## config.mk

```make
export PLATFORM = sky130hd
export DESIGN_NAME = sysclk_mode_ctrl
export DESIGN_NICKNAME = d
export VERILOG_FILES = /design/src/rtl/clkm_pkg.sv /design/src/rtl/clkm_phi_div.sv /design/src/rtl/clkm_delay.sv /design/src/rtl/clkm_seq.sv /design/src/rtl/sysclk_mode_ctrl.sv
export SDC_FILE = /design/constraint.sdc
export NUM_CORES = 1
export LEC_CHECK = 0
export BUFFER_PORTS_ARGS = -buffer_cell sky130_fd_sc_hd__buf_2
export CORE_ASPECT_RATIO = 1.5
export CORE_MARGIN = 2
export CORE_UTILIZATION = 52
export DETAILED_ROUTE_END_ITERATION = 10
export PLACE_DENSITY = 0.72
export SLEW_MARGIN = 20
export SYNTH_ARGS = -nofsm -noshare
export SYNTH_HDL_FRONTEND = slang
export SYNTH_SLANG_ARGS = --single-unit
```

## constraint.sdc

```tcl
create_clock -name clk -period 3.05 [get_ports clk]
set_clock_uncertainty 0.15 [all_clocks]
set_input_delay 0.305 -clock clk [delete_from_list [all_inputs] [get_ports clk]]
set_output_delay 0.305 -clock clk [all_outputs]
set_load 0.05 [all_outputs]
```

## src/rtl/clkm_pkg.sv

```systemverilog
package clkm_pkg;

  typedef enum logic [1:0] {
    SEL_HIGH = 2'b00,
    SEL_MID  = 2'b01,
    SEL_LOW  = 2'b10,
    SEL_RSV  = 2'b11
  } sel_e;

  typedef struct packed {
    logic [1:0] sel;
    logic       main_off;
    logic       sub_on;
  } cmode_t;

  typedef enum logic [2:0] {
    ST_RUN, ST_WAIT, ST_STOP, ST_RESUME, ST_STAB, ST_AUTO
  } cst_e;

  localparam cmode_t RESET_MODE = '{sel: 2'b01, main_off: 1'b0, sub_on: 1'b0};

  function automatic logic is_fast(input logic [1:0] s);
    return (s == SEL_HIGH) || (s == SEL_MID);
  endfunction

  // one step along the allowed-transition graph
  function automatic logic step_ok(input cmode_t cur, input cmode_t nxt);
    logic fc, fn;
    fc = is_fast(cur.sel);
    fn = is_fast(nxt.sel);
    if (nxt.sel == SEL_RSV) return 1'b0;
    if (nxt == cur) return 1'b1;
    if (fc && fn)
      return !cur.main_off && !nxt.main_off &&
             ((cur.sel == nxt.sel) != (cur.sub_on == nxt.sub_on));
    if (fc != fn)
      return cur.sub_on && nxt.sub_on && !cur.main_off && !nxt.main_off;
    return cur.sub_on && nxt.sub_on;
  endfunction

  // source ticks per phi period
  function automatic logic [3:0] div_of(input logic [1:0] s);
    return (s == SEL_MID) ? 4'd8 : 4'd2;
  endfunction

endpackage

```

## src/rtl/clkm_phi_div.sv

```systemverilog
module clkm_phi_div
  import clkm_pkg::*;
(
  input  logic       clk,
  input  logic       rst_n,
  input  logic       run,
  input  logic       clr,
  input  logic       main_tick,
  input  logic       sub_tick,
  input  logic [1:0] sel,
  output logic       phi_en
);
  logic [2:0] cnt_q;
  logic       tick;
  logic       wrap;

  assign tick   = (sel == SEL_LOW) ? sub_tick : main_tick;
  assign wrap   = ({1'b0, cnt_q} == (div_of(sel) - 4'd1));
  assign phi_en = run && tick && wrap;

  always_ff @(posedge clk) begin
    if (!rst_n || clr || !run) cnt_q <= '0;
    else if (tick)             cnt_q <= wrap ? 3'd0 : cnt_q + 3'd1;
  end

  a_r2_phi_only_on_tick: assert property (@(posedge clk) disable iff (!rst_n)
    phi_en |-> (main_tick || sub_tick));
endmodule

```

## src/rtl/clkm_delay.sv

```systemverilog
module clkm_delay #(
  parameter int DW = 8
) (
  input  logic          clk,
  input  logic          rst_n,
  input  logic          load,
  input  logic [DW-1:0] load_val,
  input  logic          tick,
  output logic          done
);
  logic [DW-1:0] cnt_q;

  assign done = tick && !load && (cnt_q == DW'(1));

  always_ff @(posedge clk) begin
    if (!rst_n)                        cnt_q <= '0;
    else if (load)                     cnt_q <= load_val;
    else if (tick && cnt_q != '0)      cnt_q <= cnt_q - DW'(1);
  end
endmodule

```

## src/rtl/clkm_seq.sv

```systemverilog
module clkm_seq
  import clkm_pkg::*;
#(
  parameter int MAIN_RESUME = 8000,
  parameter int SUB_LONG    = 8192,
  parameter int SUB_SHORT   = 512,
  parameter int MAIN_STAB   = 8000,
  parameter int AUTO_UNIT   = 1000,
  parameter int DW          = 14
) (
  input  logic          clk,
  input  logic          rst_n,
  input  logic          wr_en,
  input  logic [3:0]    wr_mode,
  input  logic          stop_req,
  input  logic          wait_req,
  input  logic          wake,
  input  logic          dly_skip,
  input  logic          lsrc_sel,
  input  logic          auto_en,
  input  logic          auto_start,
  input  logic [1:0]    auto_wsel,
  input  logic          dly_done,
  output logic [3:0]    mode_bits,
  output logic          busy,
  output logic          illegal_wr,
  output logic          phi_run,
  output logic          mode_upd,
  output logic          use_sub,
  output logic          dly_load,
  output logic [DW-1:0] dly_val,
  output logic          main_run,
  output logic          sub_run
);
  cmode_t mode_q, mode_n, pend_q, pend_n, wr_new;
  cst_e   st_q, st_n;
  logic   ill_n;

  function automatic logic [DW-1:0] resume_len(input logic low, input logic short_sel);
    if (!low)      return DW'(MAIN_RESUME);
    if (short_sel) return DW'(SUB_SHORT);
    return DW'(SUB_LONG);
  endfunction

  function automatic logic [DW-1:0] auto_len(input logic [1:0] wsel);
    return DW'(AUTO_UNIT * (int'(wsel) + 1));
  endfunction

  always_comb begin
    mode_n   = mode_q;
    pend_n   = pend_q;
    st_n     = st_q;
    ill_n    = 1'b0;
    dly_load = 1'b0;
    dly_val  = '0;
    wr_new   = cmode_t'(wr_mode);
    unique case (st_q)
      ST_RUN: begin
        if (wr_en) begin
          if (!step_ok(mode_q, wr_new)) ill_n = 1'b1;
          else if (mode_q.sel == SEL_LOW && is_fast(wr_new.sel)) begin
            pend_n   = wr_new;
            st_n     = ST_STAB;
            dly_load = 1'b1;
            dly_val  = DW'(MAIN_STAB);
          end else mode_n = wr_new;
        end else if (stop_req) st_n = ST_STOP;
        else if (wait_req)     st_n = ST_WAIT;
        else if (auto_en && auto_start) begin
          pend_n   = '{sel: SEL_MID, main_off: 1'b0, sub_on: mode_q.sub_on};
          st_n     = ST_AUTO;
          dly_load = 1'b1;
          dly_val  = auto_len(auto_wsel);
        end
      end
      ST_WAIT: if (wake) st_n = ST_RUN;
      ST_STOP: begin
        if (wake) begin
          if (dly_skip) st_n = ST_RUN;
          else begin
            st_n     = ST_RESUME;
            dly_load = 1'b1;
            dly_val  = resume_len(mode_q.sel == SEL_LOW, lsrc_sel);
          end
        end
      end
      ST_RESUME: if (dly_done) st_n = ST_RUN;
      ST_STAB, ST_AUTO: begin
        if (dly_done) begin
          mode_n = pend_q;
          st_n   = ST_RUN;
        end
      end
      default: st_n = ST_RUN;
    endcase
  end

  always_ff @(posedge clk) begin
    if (!rst_n) begin
      mode_q     <= RESET_MODE;
      pend_q     <= RESET_MODE;
      st_q       <= ST_RUN;
      illegal_wr <= 1'b0;
    end else begin
      mode_q     <= mode_n;
      pend_q     <= pend_n;
      st_q       <= st_n;
      illegal_wr <= ill_n;
    end
  end

  assign mode_bits = mode_q;
  assign busy      = (st_q == ST_RESUME) || (st_q == ST_STAB) || (st_q == ST_AUTO);
  assign phi_run   = (st_q == ST_RUN) || (st_q == ST_STAB);
  assign mode_upd  = (mode_n != mode_q);
  assign use_sub   = (st_q == ST_RESUME) && (mode_q.sel == SEL_LOW);
  assign main_run  = (st_q != ST_STOP) && (!mode_q.main_off || st_q == ST_AUTO);
  assign sub_run   = (st_q != ST_STOP) && mode_q.sub_on;

  a_r4_no_reserved_select: assert property (@(posedge clk) disable iff (!rst_n)
    mode_q.sel != SEL_RSV);
  a_r3_main_stop_only_low: assert property (@(posedge clk) disable iff (!rst_n)
    mode_q.main_off |-> (mode_q.sel == SEL_LOW));
  a_r3_low_needs_sub: assert property (@(posedge clk) disable iff (!rst_n)
    (mode_q.sel == SEL_LOW) |-> mode_q.sub_on);
  a_r5_rejected_keeps_mode: assert property (@(posedge clk) disable iff (!rst_n)
    illegal_wr |-> (mode_q == $past(mode_q)));
  a_r10_busy_write_ignored: assert property (@(posedge clk) disable iff (!rst_n)
    (busy && wr_en && !dly_done) |=> (mode_q == $past(mode_q)));
endmodule

```

## src/rtl/sysclk_mode_ctrl.sv

```systemverilog
module sysclk_mode_ctrl
  import clkm_pkg::*;
#(
  parameter int MAIN_RESUME = 8000,
  parameter int SUB_LONG    = 8192,
  parameter int SUB_SHORT   = 512,
  parameter int MAIN_STAB   = 8000,
  parameter int AUTO_UNIT   = 1000
) (
  input  logic       clk,
  input  logic       rst_n,
  input  logic       wr_en,
  input  logic [3:0] wr_mode,
  input  logic       main_tick,
  input  logic       sub_tick,
  input  logic       stop_req,
  input  logic       wait_req,
  input  logic       wake,
  input  logic       dly_skip,
  input  logic       lsrc_sel,
  input  logic       auto_en,
  input  logic       auto_start,
  input  logic [1:0] auto_wsel,
  output logic [3:0] mode_q,
  output logic       phi_en,
  output logic       busy,
  output logic       illegal_wr,
  output logic       main_run,
  output logic       sub_run
);
  localparam int M1   = (MAIN_RESUME > SUB_LONG) ? MAIN_RESUME : SUB_LONG;
  localparam int M2   = (M1 > MAIN_STAB) ? M1 : MAIN_STAB;
  localparam int MAXV = (M2 > AUTO_UNIT * 4) ? M2 : AUTO_UNIT * 4;
  localparam int DW   = $clog2(MAXV + 1);

  logic          phi_run, mode_upd, use_sub, dly_load, dly_done;
  logic [DW-1:0] dly_val;

  clkm_seq #(
    .MAIN_RESUME(MAIN_RESUME), .SUB_LONG(SUB_LONG), .SUB_SHORT(SUB_SHORT),
    .MAIN_STAB(MAIN_STAB), .AUTO_UNIT(AUTO_UNIT), .DW(DW)
  ) u_seq (
    .clk(clk), .rst_n(rst_n), .wr_en(wr_en), .wr_mode(wr_mode),
    .stop_req(stop_req), .wait_req(wait_req), .wake(wake),
    .dly_skip(dly_skip), .lsrc_sel(lsrc_sel), .auto_en(auto_en),
    .auto_start(auto_start), .auto_wsel(auto_wsel), .dly_done(dly_done),
    .mode_bits(mode_q), .busy(busy), .illegal_wr(illegal_wr),
    .phi_run(phi_run), .mode_upd(mode_upd), .use_sub(use_sub),
    .dly_load(dly_load), .dly_val(dly_val),
    .main_run(main_run), .sub_run(sub_run)
  );

  clkm_delay #(.DW(DW)) u_dly (
    .clk(clk), .rst_n(rst_n), .load(dly_load), .load_val(dly_val),
    .tick(use_sub ? sub_tick : main_tick), .done(dly_done)
  );

  clkm_phi_div u_div (
    .clk(clk), .rst_n(rst_n), .run(phi_run), .clr(mode_upd),
    .main_tick(main_tick), .sub_tick(sub_tick), .sel(mode_q[3:2]),
    .phi_en(phi_en)
  );

  a_r8_delay_done_only_busy: assert property (@(posedge clk) disable iff (!rst_n)
    dly_done |-> busy);
  a_r7_no_phi_oscs_halted: assert property (@(posedge clk) disable iff (!rst_n)
    (!main_run && !sub_run) |-> !phi_en);
endmodule

```

==> flow_summary_export.csv, run 1 <==
group,metric,value,unit
worst_hold_path,min_path_type,"in -> reg",
worst_setup_path,path_max_fanout,11,
power,power,1.95,mW
grt,grt_pass1_wl,12200,um
yosys,yosys.area.top_type,"dfxtp_1",
worst_setup_path,critPathMaxStageDelay,0.50,ns
sta,drv_slew,0,
drt,wl_per_cell,17.5,um
yosys,synth_cell_types,73,
worst_setup_path,critPathRequiredTime,3.10,ns
sta,hold_viol,0,
cts,tritoncts,"done",
sta,tns,0,ns
worst_setup_path,crit_type,"reg -> reg",
cts,clkLatencyLatePin,0.29,ns
yosys,synth_fp_nets,353,
worst_setup_path,critical_path_arrival,2.94,ns
yosys,synth_flop_cell,"dfxtp_1",
sta,slew_headroom,62.8,%
job,cap_violations,0,
yosys,syn-cell-area,0.00258,mm2
cts,post_cts_buffers,0,
sta,rsz0062_at_grt,"false",
layout,post-route-util,60.0,%
grt,overflow,0,
drt,ant_nets,0,
grt,grt_max_degree,20,
grt,antenna_found_initial,0,
power,p_leak,1.19,nW
grt,track_usage,28.8,%
power,p_per_area,675,mW/mm2
sta,timing.hold.ws,0.202,ns
layout,nets,385,
sta,setup_violations,0,
drt,drt-total-wl,7330,um
yosys,yosysSeqAreaShare,22.5,%
yosys,netlist_instances,319,
worst_setup_path,worstSetupEndpointType,"flop",
yosys,synth_edf_count,0,
floorplan,die_w,61.5,um
placement,detailed_place_hpwl,5760,um
yosys,synthArstFlopShare,0,%
sta,worst_pin_slew,0.558,ns
floorplan,pin_count,27,
floorplan,core_area,0.00481,mm2
cts,clock-sinks,29,
power,ir_drop,0.607,mV
cts,clk_pin_slew_worst_paths,0.07,ns
yosys,ys_ff_latch,29,
yosys,yosysWarnings,0,
cts,cts-buffers-inserted,5,
cts,cts_hold_buf,0,
drt,vias_per_cell,6.14,
floorplan,num_rows,31,
layout,layout-drive-gt1-share,20.5,%
sta,post-route-min-period,2.89,ns
yosys,synth.area.top_cells,"dfxtp_1, ha_1, nor2_1",
worst_setup_path,crit_path_top_delay_cell,"dfxtp_1",
worst_setup_path,crit_chain,"inv_1 > ha_1 > and3_1 > o211a_4 > nor3_4 > a21o_1 > nand3_1 > a211oi_1",
drt,first_pass_iters,4,
yosys,yosys.area.top_type_share,22.5,%
floorplan,dieArea,0.00555,mm2
layout,num_antenna_cells,0,
worst_setup_path,startpoint_type,"flop",
drt,vias,2568,
floorplan,initial_core_util,53.6,%
grt,grt_pass1_vias,2642,
sta,fin_crit_sh,94.7,%
drt,drc,0,
drt,drt_iter0_markers,116,
placement,portBuffers,26,
cts,root_buffer,"clkbuf_8",
cts,cts-resized-gates,0,
sta,max_freq,346,MHz
placement,gp_congestion,0.925,
floorplan,die_y,90.2,um
layout,syn_to_final_growth,11.9,%
yosys,avgSynthCellArea,8.08,um2
run_status,status,"finished, final reports clean",
cts,cts.htree.levels,2,
cts,clock_path_buffers,2,
[cells in the mapped netlist (all sizes together) (6+ instances only)]
cell / n
dfxtp: 29
buf: 10
xor2: 8
ha: 15
o21ai: 17
a21oi: 18
inv: 19
nand2: 28
and3: 6
nand4: 6
nor3: 18
nand3: 7
nor4: 7
nor2: 36
xnor2: 10
[worst max-delay path, delay by kind of cell (launching register included)]
kind	cells	cell delay, ns
compound gates	3	0.91
fa+ha+maj	1	0.23
buf+inv	1	0.19
flops	1	0.50
simple gates	3	0.80
[final cells by class]
| class | count | area [um2] |
|---|---|---|
| timing repair buffer | 39 | 228 |
| sequential | 29 | 581 |
| clock inverter | 2 | 10.0 |
| tap | 66 | 82.6 |
| fill | 482 | 1930 |
| inverter | 20 | 75.1 |
| clock buffer | 6 | 72.6 |
| multi-input combinational | 256 | 1840 |
[per-stage QoR]
step           setup WS, ns  instances  cell area, um2
2_1_floorplan         0.111        319            2580
3_3_place_gp          0.198        410            2800
3_5_place_dp          0.186        410            2800
4_1_cts               0.167        418            2880
5_1_grt              0.0346        418            2880
6_report              0.163        418            2880
[power breakdown]
part / switching [mW] / total [mW] / internal [mW]
Sequential: 0.131 / 0.613 / 0.482
Combinational: 0.539 / 1.01 / 0.472
Clock: 0.164 / 0.322 / 0.158
Total: 0.833 / 1.95 / 1.11
[routing by layer]
layer,wire (um),global-route usage (%)
met4,531,19.9
met5,0,0
met3,300,5.47
met2,3870,48.9
met1,2640,29.8
[final timing paths]
check               endpoint  depth (start not counted)  slack, ns               start
max reg2reg   u_dly.cnt_q[1]                          8       0.16  u_seq.mode_bits[1]
min reg2reg  u_seq.pend_q[3]                          1       0.37     u_seq.pend_q[3]
min          u_seq.pend_q[1]                          3       0.20          wr_mode[1]
max           u_dly.cnt_q[1]                          8       0.16  u_seq.mode_bits[1]
[placed cells by master, fill, tap and decap left out, types with 3 or more instances in the layout]
cell | netlist | routed
o21ai_0 | 11 | 11
nor3_4 | 3 | 3
a21oi_1 | 16 | 16
o21ai_1 | 6 | 6
ha_1 | 15 | 15
nor2b_1 | 4 | 4
clkbuf_8 | 0 | 5
nor4_1 | 6 | 6
nor3_1 | 15 | 15
nand3_1 | 7 | 7
a21o_1 | 4 | 4
nand2b_1 | 4 | 4
mux2i_1 | 4 | 4
a22oi_1 | 3 | 3
nor2_1 | 36 | 36
and3_1 | 6 | 6
nand2_1 | 28 | 28
xnor2_1 | 9 | 9
a31oi_1 | 4 | 4
xor2_1 | 8 | 8
a211oi_1 | 3 | 3
nor3b_1 | 3 | 3
nand4_1 | 6 | 6
inv_1 | 19 | 19
dfxtp_1 | 29 | 29
o211ai_1 | 3 | 3
buf_4 | 1 | 13
buf_2 | 6 | 26
[cells by family (layout without fill, tap and decap cells)]
| family | count (synthesis) | in the layout | synth area share [%] |
|---|---|---|---|
| adder cells (fa/ha/maj) | 16 | 16 | 8.06 |
| AO/OA/AOI/OAI | 82 | 82 | 25.4 |
| multiplexers | 5 | 5 | 1.99 |
| buffers and inverters | 34 | 67 | 6.26 |
| flip-flops | 29 | 29 | 22.5 |
| XOR/XNOR | 18 | 18 | 6.41 |
| AND/OR/NAND/NOR | 135 | 135 | 29.3 |
[registers in the layout (all words and copies together), names as in the netlist]
name              count
u_seq.mode_bits       4
u_div.cnt_q           3
u_seq.st_q            3
u_dly.cnt_q          14
u_seq.illegal_wr      1
u_seq.pend_q          4
Power figures use the tool's default switching activity.
==> run 2: changes to the inputs <==
--- a/config.mk
+++ b/config.mk
@@ -10,7 +10,7 @@
 export CORE_MARGIN = 2
 export CORE_UTILIZATION = 52
 export DETAILED_ROUTE_END_ITERATION = 10
-export PLACE_DENSITY = 0.72
+export PLACE_DENSITY = 0.75
 export SLEW_MARGIN = 20
 export SYNTH_ARGS = -nofsm -noshare
 export SYNTH_HDL_FRONTEND = slang
==> constraint.sdc (replaced) <==
create_clock -name clk -period 2.61 [get_ports clk]
set_clock_uncertainty 0.15 [all_clocks]
set_input_delay 0.261 -clock clk [delete_from_list [all_inputs] [get_ports clk]]
set_output_delay 0.261 -clock clk [all_outputs]
set_load 0.05 [all_outputs]
==> run 2 against run 1 <==
  * Wire length is 4.1% higher
  * Combinational power increased by 23%
  * Critical path depth unchanged
  * Sequential power up 15%
  * Final area rose by 5.7%
  * Count of clock-buffer cells in the layout grew 1
  * Clock power is 55% higher
  * Cell count up 3.6%
  * Power increased by 26%
  * Global-route usage rose by 0.20 points
  * Register-to-register slack worse by 0.05 ns
==> flow_summary_export.csv, run 2 (synthesis results as in run 1) <==
group,metric,value,unit
run_status,status,"finished, final reports clean",
sta,timing.hold.ws,0.129,ns
drt,ant_nets,0,
drt,drt-total-wl,7630,um
layout,top_register,"u_dly.cnt_q",
floorplan,pin_count,27,
floorplan,die_w,61.5,um
grt,antenna_found_initial,0,
cts,tritoncts,"done",
placement,detailed_place_hpwl,5940,um
worst_setup_path,critical_path_arrival,2.56,ns
worst_setup_path,cpMostUsedCell,"nor3_4",
grt,overflow,0,
worst_hold_path,holdPathStages,2,
grt,use_met2,51.2,%
worst_hold_path,hp-start,"rst_n",
sta,max_freq,400,MHz
drt,first_pass_iters,4,
cts,cts-buffers-inserted,5,
sta,setup_ws,0.108,ns
drt,vias,2659,
grt,grt-busiest-layer,"met2",
worst_setup_path,worstSetupEndpointType,"flop",
worst_setup_path,critPathMaxStageDelay,0.36,ns
sta,fin_crit_sh,95.9,%
placement,portBuffers,26,
layout,multiInputGateArea,0.00185,mm2
layout,num_antenna_cells,0,
job,cap_violations,0,
worst_hold_path,whs_endpoint,"u_seq.mode_bits[3]",
layout,largest_reg_flops,14,
sta,post-route-min-period,2.50,ns
worst_setup_path,reg2reg_to,"u_div.cnt_q[1]",
cts,clkLatencyLatePin,0.29,ns
grt,gr-usage-met3,4.46,%
grt,track_usage,29.0,%
cts,cts_hold_buf,0,
worst_setup_path,crit_type,"reg -> reg",
placement,dpl_cell_area,0.00292,mm2
cts,cts.htree.levels,2,
placement,gp_congestion,0.988,
sta,worst_pin_slew,0.558,ns
worst_setup_path,startpoint_type,"flop",
layout,final_common_cell,"nor2_1",
drt,vias_per_cell,6.14,
power,p_per_area,803,mW/mm2
cts,clock_path_buffers,2,
floorplan,initial_core_util,53.6,%
placement,pre_cts_ws,0.0408,ns
layout,nets,400,
worst_setup_path,crit_chain,"ha_1 > and3_1 > o211a_4 > nor3_4 > o211ai_2 > nor3_4 > o311ai_4 > nor4b_2",
grt,grt_max_degree,19,
floorplan,core_area,0.00481,mm2
cts,clock-sinks,29,
worst_setup_path,r2r-start,"u_seq.mode_bits[0]",
layout,layout-drive-gt1-share,25.3,%
power,p_leak,1.28,nW
worst_setup_path,crit_path_top_delay_cell,"dfxtp_2",
worst_setup_path,path_max_fanout,7,
layout,layout_common_cells,"nor2_1, nand2_1, buf_4",
power,ir_drop,0.640,mV
sta,slew_headroom,62.5,%
drt,wl_per_cell,17.6,um
grt,use_met1,29.6,%
sta,tns,0,ns
layout,fill_cells,461,
worst_setup_path,r2r_slack,0.11,ns
layout,finalInstanceArea,0.00305,mm2
worst_setup_path,reg2reg_depth,8,
floorplan,dieArea,0.00555,mm2
sta,hold_viol,0,
sta,setup_violations,0,
grt,grt_pass1_wl,12300,um
drt,drt_iter0_markers,183,
layout,seqCellArea,588,um2
sta,drv_slew,0,
grt,grt_pass1_vias,2666,
cts,clk_pin_slew_worst_paths,0.07,ns
drt,drc,0,
cts,root_buffer,"clkbuf_8",
floorplan,die_y,90.2,um
worst_setup_path,critPathRequiredTime,2.67,ns
worst_hold_path,min_path_type,"in -> reg",
layout,syn_to_final_growth,18.3,%
floorplan,num_rows,31,
-- run 2: changes by cell type in the layout (fill, tap and decap cells not counted), sizes merged --
cell	change
buf	+15
clkinv	-2
bufinv	+1
clkbuf	+1
-- run 2: critical path: cells and delay by family (launching register included) --
family	cells	cell delay (ns)
AO/OA/AOI/OAI	3	0.57
flip-flops	1	0.36
adder cells (fa/ha/maj)	1	0.33
AND/OR/NAND/NOR	4	1.02
-- run 2: per-layer routing --
| metal | vias to the layer above | wire, um |
|---|---|---|
| met2 | 96 | 4010 |
| met4 | 0 | 511 |
| met1 | 1257 | 2750 |
| li1 | 1262 | - |
| met3 | 44 | 366 |
| met5 | - | 0 |
-- run 2: per-stage QoR --
| stage | util [%] | power (mW) | cells |
|---|---|---|---|
| floorplan | - | 1.58 | 319 |
| global placement | 60.7 | 1.90 | 424 |
| detailed placement | 60.7 | 1.93 | 424 |
| CTS | 63.1 | 2.44 | 432 |
| global route | 63.4 | 2.62 | 433 |
| finish | 63.4 | 2.45 | 433 |
-- run 2: final cells by class --
class	instances	area share (%)
clock inverter	1	0.985
tap	66	2.71
clock buffer	7	2.83
timing repair buffer	54	11.2
multi-input combinational	256	60.6
inverter	20	2.46
sequential	29	19.3
-- run 2: how the worst max path moves through the flow --
| stage | slack [ns] | from | cells after the start | to |
|---|---|---|---|---|
| 6_report | 0.11 | u_seq.mode_bits[0] | 8 | u_div.cnt_q[1] |
| 3_3_place_gp | 0.10 | wr_mode[0] | 10 | u_dly.cnt_q[10] |
| 5_1_grt | -0.004 | u_seq.mode_bits[1] | 10 | u_div.cnt_q[0] |
| 4_1_cts | 0.10 | u_seq.mode_bits[0] | 8 | u_div.cnt_q[1] |
| 3_5_place_dp | 0.04 | wr_mode[0] | 9 | u_div.cnt_q[1] |
| 2_1_floorplan | 0.01 | u_seq.mode_bits[3] | 10 | u_div.cnt_q[1] |
-- run 2: where the power goes --
part / internal, mW / leakage, nW / switching (mW)
sequential: 0.563 / 0.239 / 0.144
combinational: 0.579 / 0.981 / 0.661
clock: 0.311 / 0.0585 / 0.189
-- run 2: repair_timing --
| item | 4_1_cts | 5_1_grt |
|---|---|---|
| hold endpoints to repair | 0 | 0 |
| setup buffers | 0 | 1 |
| gates resized for setup | 0 | 2 |
| setup endpoints to repair | 0 | 3 |
